[config.mk]
export PLATFORM = sky130hd
export DESIGN_NAME = mpc_seq
export DESIGN_NICKNAME = d
export VERILOG_FILES = /design/src/rtl/mpc_pkg.sv /design/src/rtl/mpc_rom.sv /design/src/rtl/mpc_cond_mux.sv /design/src/rtl/mpc_car.sv /design/src/rtl/mpc_seq.sv
export SDC_FILE = /design/constraint.sdc
export NUM_CORES = 1
export LEC_CHECK = 0
export CAP_MARGIN = 20
export CORE_AREA = 2 2 39 41
export CTS_CLUSTER_DIAMETER = 40
export CTS_CLUSTER_SIZE = 14
export DETAILED_ROUTE_END_ITERATION = 8
export DIE_AREA = 0 0 41 43
export PLACE_DENSITY_LB_ADDON = 0.08
export SLEW_MARGIN = 10
export SYNTH_ARGS = -nofsm -noshare
export SYNTH_HDL_FRONTEND = slang
export SYNTH_HIERARCHICAL = 1
export SYNTH_SLANG_ARGS = --single-unit
[constraint.sdc]
create_clock -name clk_i -period 1.5 [get_ports clk_i]
set_input_delay 0.15 -clock clk_i [delete_from_list [all_inputs] [get_ports clk_i]]
set_output_delay 0.15 -clock clk_i [all_outputs]
set_load 0.02 [all_outputs]
[src/rtl/mpc_pkg.sv]
package mpc_pkg;
  localparam int ADDR_W = 3;
  localparam int DEPTH  = 1 << ADDR_W;
  localparam int NCTRL  = 4;

  typedef enum logic [1:0] {
    SEL_NXT = 2'd0,
    SEL_G   = 2'd1,
    SEL_Q0  = 2'd2,
    SEL_Z   = 2'd3
  } sel_e;

  typedef logic [ADDR_W-1:0] addr_t;

  // ctrl bit order: [3] init, [2] load, [1] shift, [0] clear carry
  typedef struct packed {
    logic [NCTRL-1:0] ctrl;
    sel_e             sel;
    addr_t            nxt0;
    addr_t            nxt1;
  } uword_t;

  localparam addr_t A_IDLE = 3'd0;
  localparam addr_t A_INIT = 3'd1;
  localparam addr_t A_TEST = 3'd2;
  localparam addr_t A_ADD  = 3'd3;
  localparam addr_t A_SHF  = 3'd4;

  function automatic uword_t ucode(input addr_t a);
    uword_t w;
    case (a)
      A_IDLE:  w = '{ctrl: 4'b0000, sel: SEL_G,   nxt0: A_IDLE, nxt1: A_INIT};
      A_INIT:  w = '{ctrl: 4'b1001, sel: SEL_NXT, nxt0: A_TEST, nxt1: A_IDLE};
      A_TEST:  w = '{ctrl: 4'b0000, sel: SEL_Q0,  nxt0: A_SHF,  nxt1: A_ADD};
      A_ADD:   w = '{ctrl: 4'b0100, sel: SEL_NXT, nxt0: A_SHF,  nxt1: A_IDLE};
      A_SHF:   w = '{ctrl: 4'b0011, sel: SEL_Z,   nxt0: A_TEST, nxt1: A_IDLE};
      default: w = '{ctrl: 4'b0000, sel: SEL_NXT, nxt0: A_IDLE, nxt1: A_IDLE};
    endcase
    return w;
  endfunction
endpackage

[src/rtl/mpc_rom.sv]
module mpc_rom
  import mpc_pkg::*;
(
  input  addr_t  addr_i,
  output uword_t word_o
);
  uword_t rom [DEPTH];

  for (genvar i = 0; i < DEPTH; i++) begin : g_word
    assign rom[i] = ucode(addr_t'(i));
  end

  assign word_o = rom[addr_i];

  // spare words are inert and return to idle
  always_comb begin
    for (int k = int'(A_SHF) + 1; k < DEPTH; k++) begin
      assert (rom[k].ctrl == '0 && rom[k].sel == SEL_NXT && rom[k].nxt0 == A_IDLE)
        else $error("p_spare_word_r11");
    end
  end
endmodule

[src/rtl/mpc_cond_mux.sv]
module mpc_cond_mux
  import mpc_pkg::*;
(
  input  sel_e  sel_i,
  input  logic  g_i,
  input  logic  q0_i,
  input  logic  z_i,
  input  addr_t nxt0_i,
  input  addr_t nxt1_i,
  output addr_t next_o
);
  logic cond;

  always_comb begin
    unique case (sel_i)
      SEL_G:   cond = g_i;
      SEL_Q0:  cond = q0_i;
      SEL_Z:   cond = z_i;
      default: cond = 1'b0;
    endcase
  end

  assign next_o = cond ? nxt1_i : nxt0_i;
endmodule

[src/rtl/mpc_car.sv]
module mpc_car
  import mpc_pkg::*;
(
  input  logic  clk_i,
  input  logic  rst_ni,
  input  addr_t d_i,
  output addr_t q_o
);
  always_ff @(posedge clk_i or negedge rst_ni) begin
    if (!rst_ni) q_o <= A_IDLE;
    else         q_o <= d_i;
  end
endmodule

[src/rtl/mpc_seq.sv]
module mpc_seq
  import mpc_pkg::*;
(
  input  logic clk_i,
  input  logic rst_ni,
  input  logic start_i,
  input  logic q0_i,
  input  logic zero_i,
  output logic init_o,
  output logic load_o,
  output logic shift_o,
  output logic clr_c_o
);
  addr_t  car_q, car_d;
  uword_t word;

  mpc_car u_car (
    .clk_i (clk_i),
    .rst_ni(rst_ni),
    .d_i   (car_d),
    .q_o   (car_q)
  );

  mpc_rom u_rom (
    .addr_i(car_q),
    .word_o(word)
  );

  mpc_cond_mux u_mux (
    .sel_i (word.sel),
    .g_i   (start_i),
    .q0_i  (q0_i),
    .z_i   (zero_i),
    .nxt0_i(word.nxt0),
    .nxt1_i(word.nxt1),
    .next_o(car_d)
  );

  assign {init_o, load_o, shift_o, clr_c_o} = word.ctrl;

  p_idle_hold_r2: assert property (@(posedge clk_i) disable iff (!rst_ni)
    (car_q == A_IDLE && !start_i) |=> (car_q == A_IDLE && !init_o && !load_o && !shift_o && !clr_c_o));
  p_start_r3: assert property (@(posedge clk_i) disable iff (!rst_ni)
    (car_q == A_IDLE && start_i) |=> (init_o && clr_c_o && !load_o && !shift_o));
  p_init_uncond_r8: assert property (@(posedge clk_i) disable iff (!rst_ni)
    init_o |=> (car_q == A_TEST));
  p_add_branch_r5: assert property (@(posedge clk_i) disable iff (!rst_ni)
    (car_q == A_TEST && q0_i) |=> (load_o && !shift_o && !init_o));
  p_skip_add_r5: assert property (@(posedge clk_i) disable iff (!rst_ni)
    (car_q == A_TEST && !q0_i) |=> (shift_o && clr_c_o));
  p_add_then_shift_r6: assert property (@(posedge clk_i) disable iff (!rst_ni)
    load_o |=> (shift_o && clr_c_o && !load_o));
  p_exit_r7: assert property (@(posedge clk_i) disable iff (!rst_ni)
    (shift_o && zero_i) |=> (car_q == A_IDLE));
  p_loop_r7: assert property (@(posedge clk_i) disable iff (!rst_ni)
    (shift_o && !zero_i) |=> (car_q == A_TEST));
  p_strobe_mix_r4: assert property (@(posedge clk_i) disable iff (!rst_ni)
    $countones({init_o, load_o, shift_o}) <= 1);
endmodule

==> results of run 1 <==
-- synth_stat cells (all sizes together) --
cell	count
nor2	4
buf	3
dfrtp	3
mux2	3
and2	2
mux2i	2
xnor2	2
and2b	1
conb	1
nand2	1
nor2b	1
nor3b	1
-- per-stage QoR --
step | std cells | hold WS (ns) | util (%) | setup WS (ns) | TNS [ns]
2_1_floorplan | 25 | -0.1456 | - | 0.05650 | 0
3_3_place_gp | 48 | 0.3410 | 23.78 | -0.07387 | -0.1423
3_5_place_dp | 48 | 0.3432 | 23.78 | -0.07971 | -0.1597
4_1_cts | 55 | 0.09163 | 27.31 | -0.04258 | -0.07813
5_1_grt | 55 | 0.09133 | 27.49 | -0.09225 | -0.2031
6_report | 55 | 0.09690 | 27.49 | -0.003156 | -0.003156
-- timing repair --
| action | CTS | global route |
|---|---|---|
| endpoints found under the setup margin | 6 | 7 |
| pin swaps | 1 | 1 |
| gates resized for setup | 8 | 8 |
| setup buffers | 3 | 0 |
-- path summary, 6_finish.rpt --
path,start,end,slack [ns],depth (start not counted)
worst max-delay path,u_car/q_o[1],u_car/q_o[1],-0.003,4
worst min-delay path,rst_ni,u_car/q_o[2],0.1,1
worst max register to register,u_car/q_o[1],u_car/q_o[1],-0.003,4
worst min register to register,u_car/q_o[0],u_car/q_o[0],0.72,2
max in group asynchronous,rst_ni,u_car/q_o[1],1.25,1
min in group clk_i,u_car/q_o[0],u_car/q_o[0],0.72,2
-- final cells by class --
type	count	share of cell area (%)
Multi-Input combinational cell	19	39.14
Timing Repair Buffer	13	27.96
Sequential cell	3	20.72
Clock buffer	4	6.908
Tap cell	16	5.263
-- critical path, stage by stage (launching register included) --
cell	delay [ns]
dfrtp_2	0.43
xnor2_1	0.13
nor2_1	0.13
mux2i_2	0.36
mux2_4	0.33
-- kinds of logic after synthesis --
| group | synth area share [%] |
|---|---|
| XOR/XNOR | 7.528 |
| buffers and inverters | 9.677 |
| flip-flops | 32.26 |
| multiplexers | 24.73 |
| other | 1.611 |
| AND/OR/NAND/NOR | 24.20 |
-- power breakdown --
group          total, mW  switching, mW  internal (mW)
logic              0.547          0.228          0.320
registers          0.188         0.0607          0.127
clock network      0.141         0.0409         0.0996
total              0.876          0.329          0.546
-- metal layers --
layer | global-route usage (%) | share of wire (%) | vias to the layer above | wire length, µm
li1 | - | - | 103 | -
met1 | 9.032 | 42 | 85 | 202
met2 | 10.00 | 49 | 7 | 236
met3 | 1.571 | 6.2 | 2 | 30
met4 | 10.00 | 3.1 | 0 | 15
met5 | 0 | 0 | - | 0
==> results.toml, run 1 <==
[global_routing]
grt_pass1_vias = 218
antenna_found_initial = 0
grt_use_total_pct = 7.839
grt_first_pass_wirelength_um = 848
grt_max_degree = 8
grt-ovfl-total = 0

[synthesis]
synthCells = 24
synth-seq-cells = 3
synth_area_leader_cell = "dfrtp_1"
yosysSeqAreaShare_pct = 32.26
avgSynthCellArea_um2 = 9.697
syn_area_um2 = 232.7
ys_types = 14
synth_area_leaders = "dfrtp_1, mux2_2, buf_4"
yosysWarningCount = 6
yosys.area.top_type_share_pct = 32.26

[worst_setup_path]
cp.arrival_ns = 1.61
setup.worst_path.end_class = "register"
path_class = "reg -> reg"
crit_path_start_kind = "register"
worst-path-max-fanout = 4
required_ns = 1.61

[layout]
n_fill_cell = 155
largest_reg_flops = 3
syn_to_final_growth_pct = 63.44
layout_common_cells = "buf_4, clkdlybuf4s50_1, clkbuf_4, dfrtp_2, nor2_1"
final_common_cell = "buf_4"
seq_area_um2 = 78.83
final_area_um2 = 380.4
drive_above_1_share_pct = 51.28
multiInputGateArea_um2 = 148.9
nNetsFinal = 45
reg_top3 = "u_car/q_o (3)"
num_antenna_cells = 0
max_flop_register = "u_car/q_o"

[route]
first_pass_iters = 2
postRouteWirelength_um = 484
drtIter0Drc = 1
drcViolationCount = 0
post_drt_via_cell_ratio = 3.582
dr_total_vias = 197
ant_nets = 0
wl_per_cell_um = 8.800

[cts]
clkTransAtPathRegs_ns = 0.04
root_buffer = "clkbuf_4"
cts_hold_buf = 0
cts_sinks = 3
cts_tree = "built"
insertion_delay_ns = 0.23
cts_htree_levels = 1
clockBufferDepth = 2
numCtsBuffers = 3

[placement]
placed_cell_area_um2 = 329.1
hpwl_um = 346.4
portBuffers = 8
place.gp.congestion = 0.6324

[sta]
finalCritPeriodShare_pct = 100.2
min_period_ns = 1.503
max_clock_freq_ghz = 0.6653
setup_viol = 1
slew_viol_final = 0
fin_ws_ns = -0.003156
hold_viol = 0
rsz0062_at_grt = "yes"
skew_ns = 0.0008660

[die]
die_height_um = 43
die_x_um = 41
rows = 14
start_util_pct = 16.82
io_pins = 9
dieArea_um2 = 1763
core_um2 = 1384

[power_and_ir_drop]
ir_drop_mv = 0.6583
p_total_uw = 875.6
cellPowerDensity_nw_per_um2 = 2302
power.leakage_nw = 0.1770

[status]
violations = "negative setup slack"
status = "finished, violations left"

[job]
drv_cap = 0

[min_path]
min_path_type = "in -> async"
(Power assumes the default switching activity.)
==> inputs of run 2 (changes only) <==
- SLEW_MARGIN: 10 -> default
==> results of run 2 <==
No change in the layout: final DEF, timing and power equal those of run 1.
